`config.mk`:
```
export PLATFORM = sky130hd
export DESIGN_NAME = dma_addr_bank
export DESIGN_NICKNAME = d
export VERILOG_FILES = /design/src/rtl/dma_addr_pkg.sv /design/src/rtl/dma_addr_decode.sv /design/src/rtl/dma_addr_chan.sv /design/src/rtl/dma_addr_bank.sv
export SDC_FILE = /design/constraint.sdc
export NUM_CORES = 1
export LEC_CHECK = 0
export ABC_AREA = 1
export BUFFER_PORTS_ARGS = -buffer_cell sky130_fd_sc_hd__buf_2
export CAP_MARGIN = 20
export CORE_ASPECT_RATIO = 0.8
export CORE_MARGIN = 8
export CORE_UTILIZATION = 50
export DETAILED_ROUTE_END_ITERATION = 16
export PLACE_DENSITY = 0.71
export SYNTH_ARGS = -nofsm -noshare
export SYNTH_HDL_FRONTEND = slang
export SYNTH_SLANG_ARGS = --single-unit
```
`constraint.sdc`:
```
create_clock -name clk -period 1.1 [get_ports clk]
set_clock_uncertainty 0.1 [all_clocks]
set_input_delay 0.055 -clock clk [delete_from_list [all_inputs] [get_ports clk]]
set_output_delay 0.055 -clock clk [all_outputs]
set_load 0.02 [all_outputs]
```
`src/rtl/dma_addr_pkg.sv`:
```
package dma_addr_pkg;

  typedef enum logic [1:0] {
    SZ_BYTE = 2'd0,
    SZ_HALF = 2'd1,
    SZ_WORD = 2'd2,
    SZ_RSVD = 2'd3
  } bus_size_e;

  localparam int unsigned ADDR_W   = 32;
  localparam int unsigned REGION_W = 12;
  localparam int unsigned N_REGION = 4;

  // permitted upper-field prefixes, entry k at bits [12k +: 12]
  localparam logic [N_REGION*REGION_W-1:0] REGION_LIST =
    {12'h400, 12'h200, 12'h1FF, 12'h000};

  function automatic logic region_ok(input logic [ADDR_W-1:0] addr);
    logic hit;
    hit = 1'b0;
    for (int k = 0; k < N_REGION; k++) begin
      if (addr[ADDR_W-1 -: REGION_W] == REGION_LIST[k*REGION_W +: REGION_W])
        hit = 1'b1;
    end
    return hit;
  endfunction

  function automatic logic [3:0] lane_enables(input bus_size_e sz,
                                              input logic [1:0] lane);
    logic [3:0] be;
    case (sz)
      SZ_BYTE: be = 4'b0001 << lane;
      SZ_HALF: be = lane[1] ? 4'b1100 : 4'b0011;
      default: be = 4'b1111;
    endcase
    return be;
  endfunction

  function automatic logic [ADDR_W-1:0] lane_merge(input logic [ADDR_W-1:0] old_v,
                                                   input logic [ADDR_W-1:0] new_v,
                                                   input bus_size_e sz,
                                                   input logic [1:0] lane);
    logic [3:0]        be;
    logic [ADDR_W-1:0] res;
    be = lane_enables(sz, lane);
    for (int k = 0; k < 4; k++) begin
      res[8*k +: 8] = be[k] ? new_v[8*k +: 8] : old_v[8*k +: 8];
    end
    return res;
  endfunction

endpackage

```
`src/rtl/dma_addr_decode.sv`:
```
module dma_addr_decode #(
  parameter int unsigned          OFF_W    = 12,
  parameter int unsigned          N_CH     = 4,
  parameter int unsigned          STRIDE   = 16,
  parameter logic [OFF_W-1:0]     BASE_OFF = 12'h100,
  localparam int unsigned         CH_W     = (N_CH > 1) ? $clog2(N_CH) : 1
) (
  input  logic [OFF_W-1:0] off,
  output logic             hit_src,
  output logic             hit_dst,
  output logic [CH_W-1:0]  ch_idx,
  output logic [1:0]       lane
);

  localparam int unsigned     STRIDE_LG = $clog2(STRIDE);
  localparam logic [OFF_W-1:0] WIN_LEN  = OFF_W'(N_CH * STRIDE);

  logic [OFF_W-1:0]     rel;
  logic                 in_win;
  logic [STRIDE_LG-1:0] slot;
  logic [STRIDE_LG-1:0] slot_word;

  always_comb begin
    rel       = off - BASE_OFF;
    in_win    = (off >= BASE_OFF) && (rel < WIN_LEN);
    slot      = rel[STRIDE_LG-1:0];
    slot_word = slot >> 2;
    ch_idx    = CH_W'(rel >> STRIDE_LG);
    lane      = slot[1:0];
    hit_src   = in_win && (slot_word == '0);
    hit_dst   = in_win && (slot_word == STRIDE_LG'(1));
  end

endmodule

```
`src/rtl/dma_addr_chan.sv`:
```
module dma_addr_chan
  import dma_addr_pkg::*;
(
  input  logic              clk,
  input  logic              rst_n,
  input  logic              wr_src,
  input  logic              wr_dst,
  input  logic [ADDR_W-1:0] wdata,
  input  bus_size_e         sz,
  input  logic [1:0]        lane,
  input  logic              start,
  input  logic              clr,
  output logic [ADDR_W-1:0] src_q,
  output logic [ADDR_W-1:0] dst_q,
  output logic              src_ok,
  output logic              dst_ok,
  output logic              cfg_err
);

  logic start_bad;

  assign src_ok    = region_ok(src_q);
  assign dst_ok    = region_ok(dst_q);
  assign start_bad = start && !(src_ok && dst_ok);

  always_ff @(posedge clk or negedge rst_n) begin
    if (!rst_n) begin
      src_q <= '0;
      dst_q <= '0;
    end else begin
      if (wr_src) src_q <= lane_merge(src_q, wdata, sz, lane);
      if (wr_dst) dst_q <= wdata;
    end
  end

  always_ff @(posedge clk or negedge rst_n) begin
    if (!rst_n)         cfg_err <= 1'b0;
    else if (start_bad) cfg_err <= 1'b1;
    else if (clr)       cfg_err <= 1'b0;
  end

endmodule

```
`src/rtl/dma_addr_bank.sv`:
```
module dma_addr_bank
  import dma_addr_pkg::*;
#(
  parameter int unsigned      N_CH     = 4,
  parameter int unsigned      OFF_W    = 12,
  parameter int unsigned      STRIDE   = 16,
  parameter logic [OFF_W-1:0] BASE_OFF = 12'h100
) (
  input  logic              clk,
  input  logic              rst_n,
  input  logic              bus_req,
  input  logic              bus_wr,
  input  logic [OFF_W-1:0]  bus_off,
  input  logic [1:0]        bus_size,
  input  logic [ADDR_W-1:0] bus_wdata,
  output logic              rsp_valid,
  output logic              rsp_err,
  output logic [ADDR_W-1:0] rsp_rdata,
  input  logic [N_CH-1:0]   chan_start,
  input  logic [N_CH-1:0]   cfg_clr,
  output logic [N_CH-1:0]   cfg_err
);

  localparam int unsigned CH_W = (N_CH > 1) ? $clog2(N_CH) : 1;

  bus_size_e         sz;
  logic              hit_src, hit_dst, hit_any;
  logic [CH_W-1:0]   ch_idx;
  logic [1:0]        lane;
  logic              acc_rsvd, dst_narrow, acc_err, wr_ok, rd_ok;
  logic [ADDR_W-1:0] rd_sel;
  logic [ADDR_W-1:0] src_q [N_CH];
  logic [ADDR_W-1:0] dst_q [N_CH];
  logic [N_CH-1:0]   src_ok, dst_ok;
  logic [N_CH*ADDR_W-1:0] dst_flat;

  assign sz = bus_size_e'(bus_size);

  dma_addr_decode #(
    .OFF_W(OFF_W), .N_CH(N_CH), .STRIDE(STRIDE), .BASE_OFF(BASE_OFF)
  ) u_dec (
    .off(bus_off), .hit_src(hit_src), .hit_dst(hit_dst),
    .ch_idx(ch_idx), .lane(lane)
  );

  // access legality
  assign hit_any    = hit_src || hit_dst;
  assign acc_rsvd   = bus_req && hit_any && (sz == SZ_RSVD);
  assign dst_narrow = bus_req && bus_wr && hit_dst && (sz != SZ_WORD);
  assign acc_err    = acc_rsvd || dst_narrow;
  assign wr_ok      = bus_req && bus_wr && hit_any && !acc_err;
  assign rd_ok      = bus_req && !bus_wr && hit_any && !acc_err;

  for (genvar i = 0; i < N_CH; i++) begin : g_ch
    logic sel;
    assign sel = (ch_idx == CH_W'(i));

    dma_addr_chan u_chan (
      .clk    (clk),
      .rst_n  (rst_n),
      .wr_src (wr_ok && hit_src && sel),
      .wr_dst (wr_ok && hit_dst && sel),
      .wdata  (bus_wdata),
      .sz     (sz),
      .lane   (lane),
      .start  (chan_start[i]),
      .clr    (cfg_clr[i]),
      .src_q  (src_q[i]),
      .dst_q  (dst_q[i]),
      .src_ok (src_ok[i]),
      .dst_ok (dst_ok[i]),
      .cfg_err(cfg_err[i])
    );

    assign dst_flat[i*ADDR_W +: ADDR_W] = dst_q[i];
  end

  always_comb begin
    rd_sel = '0;
    for (int i = 0; i < N_CH; i++) begin
      if (ch_idx == CH_W'(i)) rd_sel = hit_src ? src_q[i] : dst_q[i];
    end
  end

  always_ff @(posedge clk or negedge rst_n) begin
    if (!rst_n) begin
      rsp_valid <= 1'b0;
      rsp_err   <= 1'b0;
      rsp_rdata <= '0;
    end else begin
      rsp_valid <= bus_req;
      rsp_err   <= acc_err;
      rsp_rdata <= rd_ok ? rd_sel : '0;
    end
  end

endmodule

```
==> flow_metrics.env <==
export IMPL_grt_pass1_wl_mm=78.84
export IMPL_fin_ws_ns=-0.4364
export IMPL_fill_cells=1609
export IMPL_whs_ns=-0.007256
export IMPL_hold_path_class="input pin to flip-flop"
export IMPL_fp_dieH_um=166.5
export IMPL_synth_edf_count=0
export IMPL_syn_num_nets=1803
export IMPL_finalMaxSlewViolations=0
export IMPL_status="complete, but fails checks"
export IMPL_setup_viol=357
export IMPL_vias=16516
export IMPL_yosysWarningCount=0
export IMPL_ir_worst_vdd_uv=1304
export IMPL_initial_core_util_pct=50.41
export IMPL_antenna_found_initial=0
export IMPL_clk_latency_ns=0.58
export IMPL_grt_pass1_vias=14084
export IMPL_synth_area_mm2=0.01415
export IMPL_ys_ff_latch=294
export IMPL_initialDrtViolationCount=2719
export IMPL_cts_made_buffers=31
export IMPL_power_per_cell_area_mw_per_mm2=1121
export IMPL_hold_end="rsp_rdata[4]$_DFF_PN0_"
export IMPL_grt_max_degree=78
export IMPL_die_w_um=204.1
export IMPL_max_cap_viol_count=0
export IMPL_crit_fanout=3
export IMPL_yosys_most_used_dff="dfrtp_1"
export IMPL_drtAntennaViolNets=0
export IMPL_ys_top_cells_by_area="dfrtp_1 52%, nand2_1 16%, nand4_1 6.9%, o21ai_0 5.6%, nor2_1 2.7%"
export IMPL_hold_viol=1
export IMPL_period_share_pct=139.7
export IMPL_reg2reg_to="g_ch[0].u_chan.cfg_err$_DFFE_PN0P_"
export IMPL_via_per_inst=6.462
export IMPL_worstHoldStart="bus_req"
export IMPL_slew_headroom_pct=68.33
export IMPL_port_buffers=95
export IMPL_fp_dieArea_mm2=0.03398
export IMPL_wl_per_cell_um=25.56
export IMPL_gp_congestion=0.9265
export IMPL_cp_end_kind="flip-flop"
export IMPL_criticalPathCategory="flip-flop to flip-flop"
export IMPL_antennaDiodeCount=0
export IMPL_area_growth_pct=54.37
export IMPL_dpl_cell_area_mm2=0.01699
export IMPL_rsz0062_at_grt="true"
export IMPL_tns_ns=-42.23
export IMPL_hold_depth=6
export IMPL_rrSetupSlack_ns=-0.44
export IMPL_syn_instance_count=1745
export IMPL_cp_arrival_ns=1.90
export IMPL_fmax_mhz=650.9
export IMPL_reg2regPathDepth=8
export IMPL_clkTransAtPathRegs_ns=0.07
export IMPL_htreeDepth=1
export IMPL_final_util_pct=77.82
export IMPL_cp_required_ns=1.47
export IMPL_dr_pass1_iters=8
export IMPL_synth_distinct_cells=32
export IMPL_wl_mm=65.33
export IMPL_io_pin_count=96
export IMPL_core_rowCount=55
export IMPL_synth_common_cells="611 x nand2_1, 294 x dfrtp_1, 157 x o21ai_0, 156 x nand4_1, 101 x nor2_1"
export IMPL_yosysSeqAreaShare_pct=51.98
export IMPL_synth_most_common_cell="nand2_1"
export IMPL_clockBufferDepth=3
export IMPL_fin_total_pwr_mw=24.50
export IMPL_track_usage_pct=28.97
export IMPL_cts_tree="yes"
export IMPL_fin_cells=2556
export IMPL_place_hpwl_mm=34.51
export IMPL_crit_path_start_kind="flip-flop"
export IMPL_fin_nets=2221
export IMPL_cts_num_sinks=294
export IMPL_worst_pin_slew_ns=0.4751
export IMPL_overflow=0
export IMPL_yosys_area_top_type_share_pct=51.98
export IMPL_p_leak_nw=10.67
export IMPL_design_area_mm2=0.02185
export IMPL_synth_avg_cell_area_um2=8.111
export IMPL_drcViolationCount=0
export IMPL_ctsRootBufferMaster="clkbuf_16"
export IMPL_rr_startpoint="g_ch[0].u_chan.dst_q[29]$_DFFE_PN0P_"
export IMPL_coreArea_mm2=0.02808
export IMPL_violations="negative hold slack, negative setup slack"
export IMPL_async_flop_share_pct=100.0
export IMPL_placed_cells=2369
export IMPL_period_needed_ns=1.536
export IMPL_yosys_area_top_type="dfrtp_1"
export IMPL_layout_drive_gt1_share_pct=41.35
[worst max path at each step]
stage / startpoint / endpoint / slack (ns) / depth (start not counted)
2_1_floorplan: bus_off[3] / g_ch[2].u_chan.src_q[16]$_DFFE_PN0P_ / -0.29 / 9
5_1_grt: g_ch[0].u_chan.dst_q[29]$_DFFE_PN0P_ / g_ch[0].u_chan.cfg_err$_DFFE_PN0P_ / -0.47 / 8
3_5_place_dp: bus_off[3] / rsp_rdata[17]$_DFF_PN0_ / -0.72 / 12
3_3_place_gp: bus_off[3] / rsp_rdata[17]$_DFF_PN0_ / -0.68 / 12
4_1_cts: g_ch[0].u_chan.dst_q[21]$_DFFE_PN0P_ / g_ch[0].u_chan.cfg_err$_DFFE_PN0P_ / -0.34 / 7
6_report: g_ch[0].u_chan.dst_q[29]$_DFFE_PN0P_ / g_ch[0].u_chan.cfg_err$_DFFE_PN0P_ / -0.44 / 8
[where the power goes]
part	total [mW]	leakage, nW	internal (mW)	switching [mW]
sequential	10.9	4.09	10.8	0.0330
combinational	2.32	6.04	0.813	1.51
clock	11.3	0.536	6.64	4.66
total	24.5	10.7	18.3	6.20
[area by class of cell]
cell class	count	area, um^2	share of cell area [%]
clock buffer	48	959.7	4.392
clock inverter	8	115.1	0.5269
inverter	103	395.4	1.810
multi-input combinational	1243	7512	34.38
sequential	294	7366	33.71
tap	370	462.9	2.119
timing repair buffer	490	5037	23.06
[state kept, by name, indices dropped and copies added (netlist names)]
name / cells
g_ch.u_chan.src_q: 128
rsp_rdata: 32
rsp_valid: 1
g_ch.u_chan.cfg_err: 4
g_ch.u_chan.dst_q: 128
rsp_err: 1
[stage by stage]
step                      hold WS, ns  setup WS, ns
after floorplan               -0.3406       -0.2875
after global placement        -0.2140       -0.6753
after detailed placement      -0.2141       -0.7181
after CTS                     -0.2232       -0.3382
after global routing         0.002983       -0.4729
final                       -0.007256       -0.4364
[routing by layer]
metal	routed length (um)	part of all wire (%)	vias up	track usage, %
met5	0	0	-	0
met4	5085	7.8	0	7.315
met3	9805	15	497	6.108
met2	27470	42	1512	43.63
met1	22970	35	7791	42.06
li1	-	-	6716	-
[cells in the final DEF (no fill, tap or decap), drive strengths merged, types with 3 or more instances in the layout]
cell / n
o21ai: 182
nand4: 157
nor4: 5
bufinv: 3
a21oi: 37
dfrtp: 294
clkinv: 7
nand3: 69
inv: 101
dlygate4sd3: 47
nor2: 105
nor3: 15
buf: 422
nand3b: 6
nand2: 620
o22ai: 44
clkbuf: 67
[critical path, cell delays in order, from the launching register on]
cell and delay (ns):
dfrtp_1 0.43, buf_6 0.14, nor2_2 0.14, nand4_1 0.12
o21ai_1 0.15, buf_4 0.15, nand3_2 0.07, nand2_1 0.07
nand2_1 0.05
[timing repair]
| item | in CTS | in global routing |
|---|---|---|
| pin swaps | 69 | 71 |
| endpoints found under the hold margin | 561 | 8 |
| endpoints found under the setup margin | 63 | 330 |
| gates resized for setup | 196 | 439 |
| setup buffers | 19 | 37 |
| hold buffers | 45 | 4 |
| cloned | 1 | 33 |
[logic make-up (layout without fill, tap and decap cells)]
family | Yosys count | in the layout | share of synthesized area [%]
simple gates | 974 | 978 | 31.27
flops | 294 | 294 | 51.98
compound gates | 265 | 265 | 9.875
buf+inv | 212 | 649 | 6.878
No activity file was read; power rests on OpenSTA's default activity.
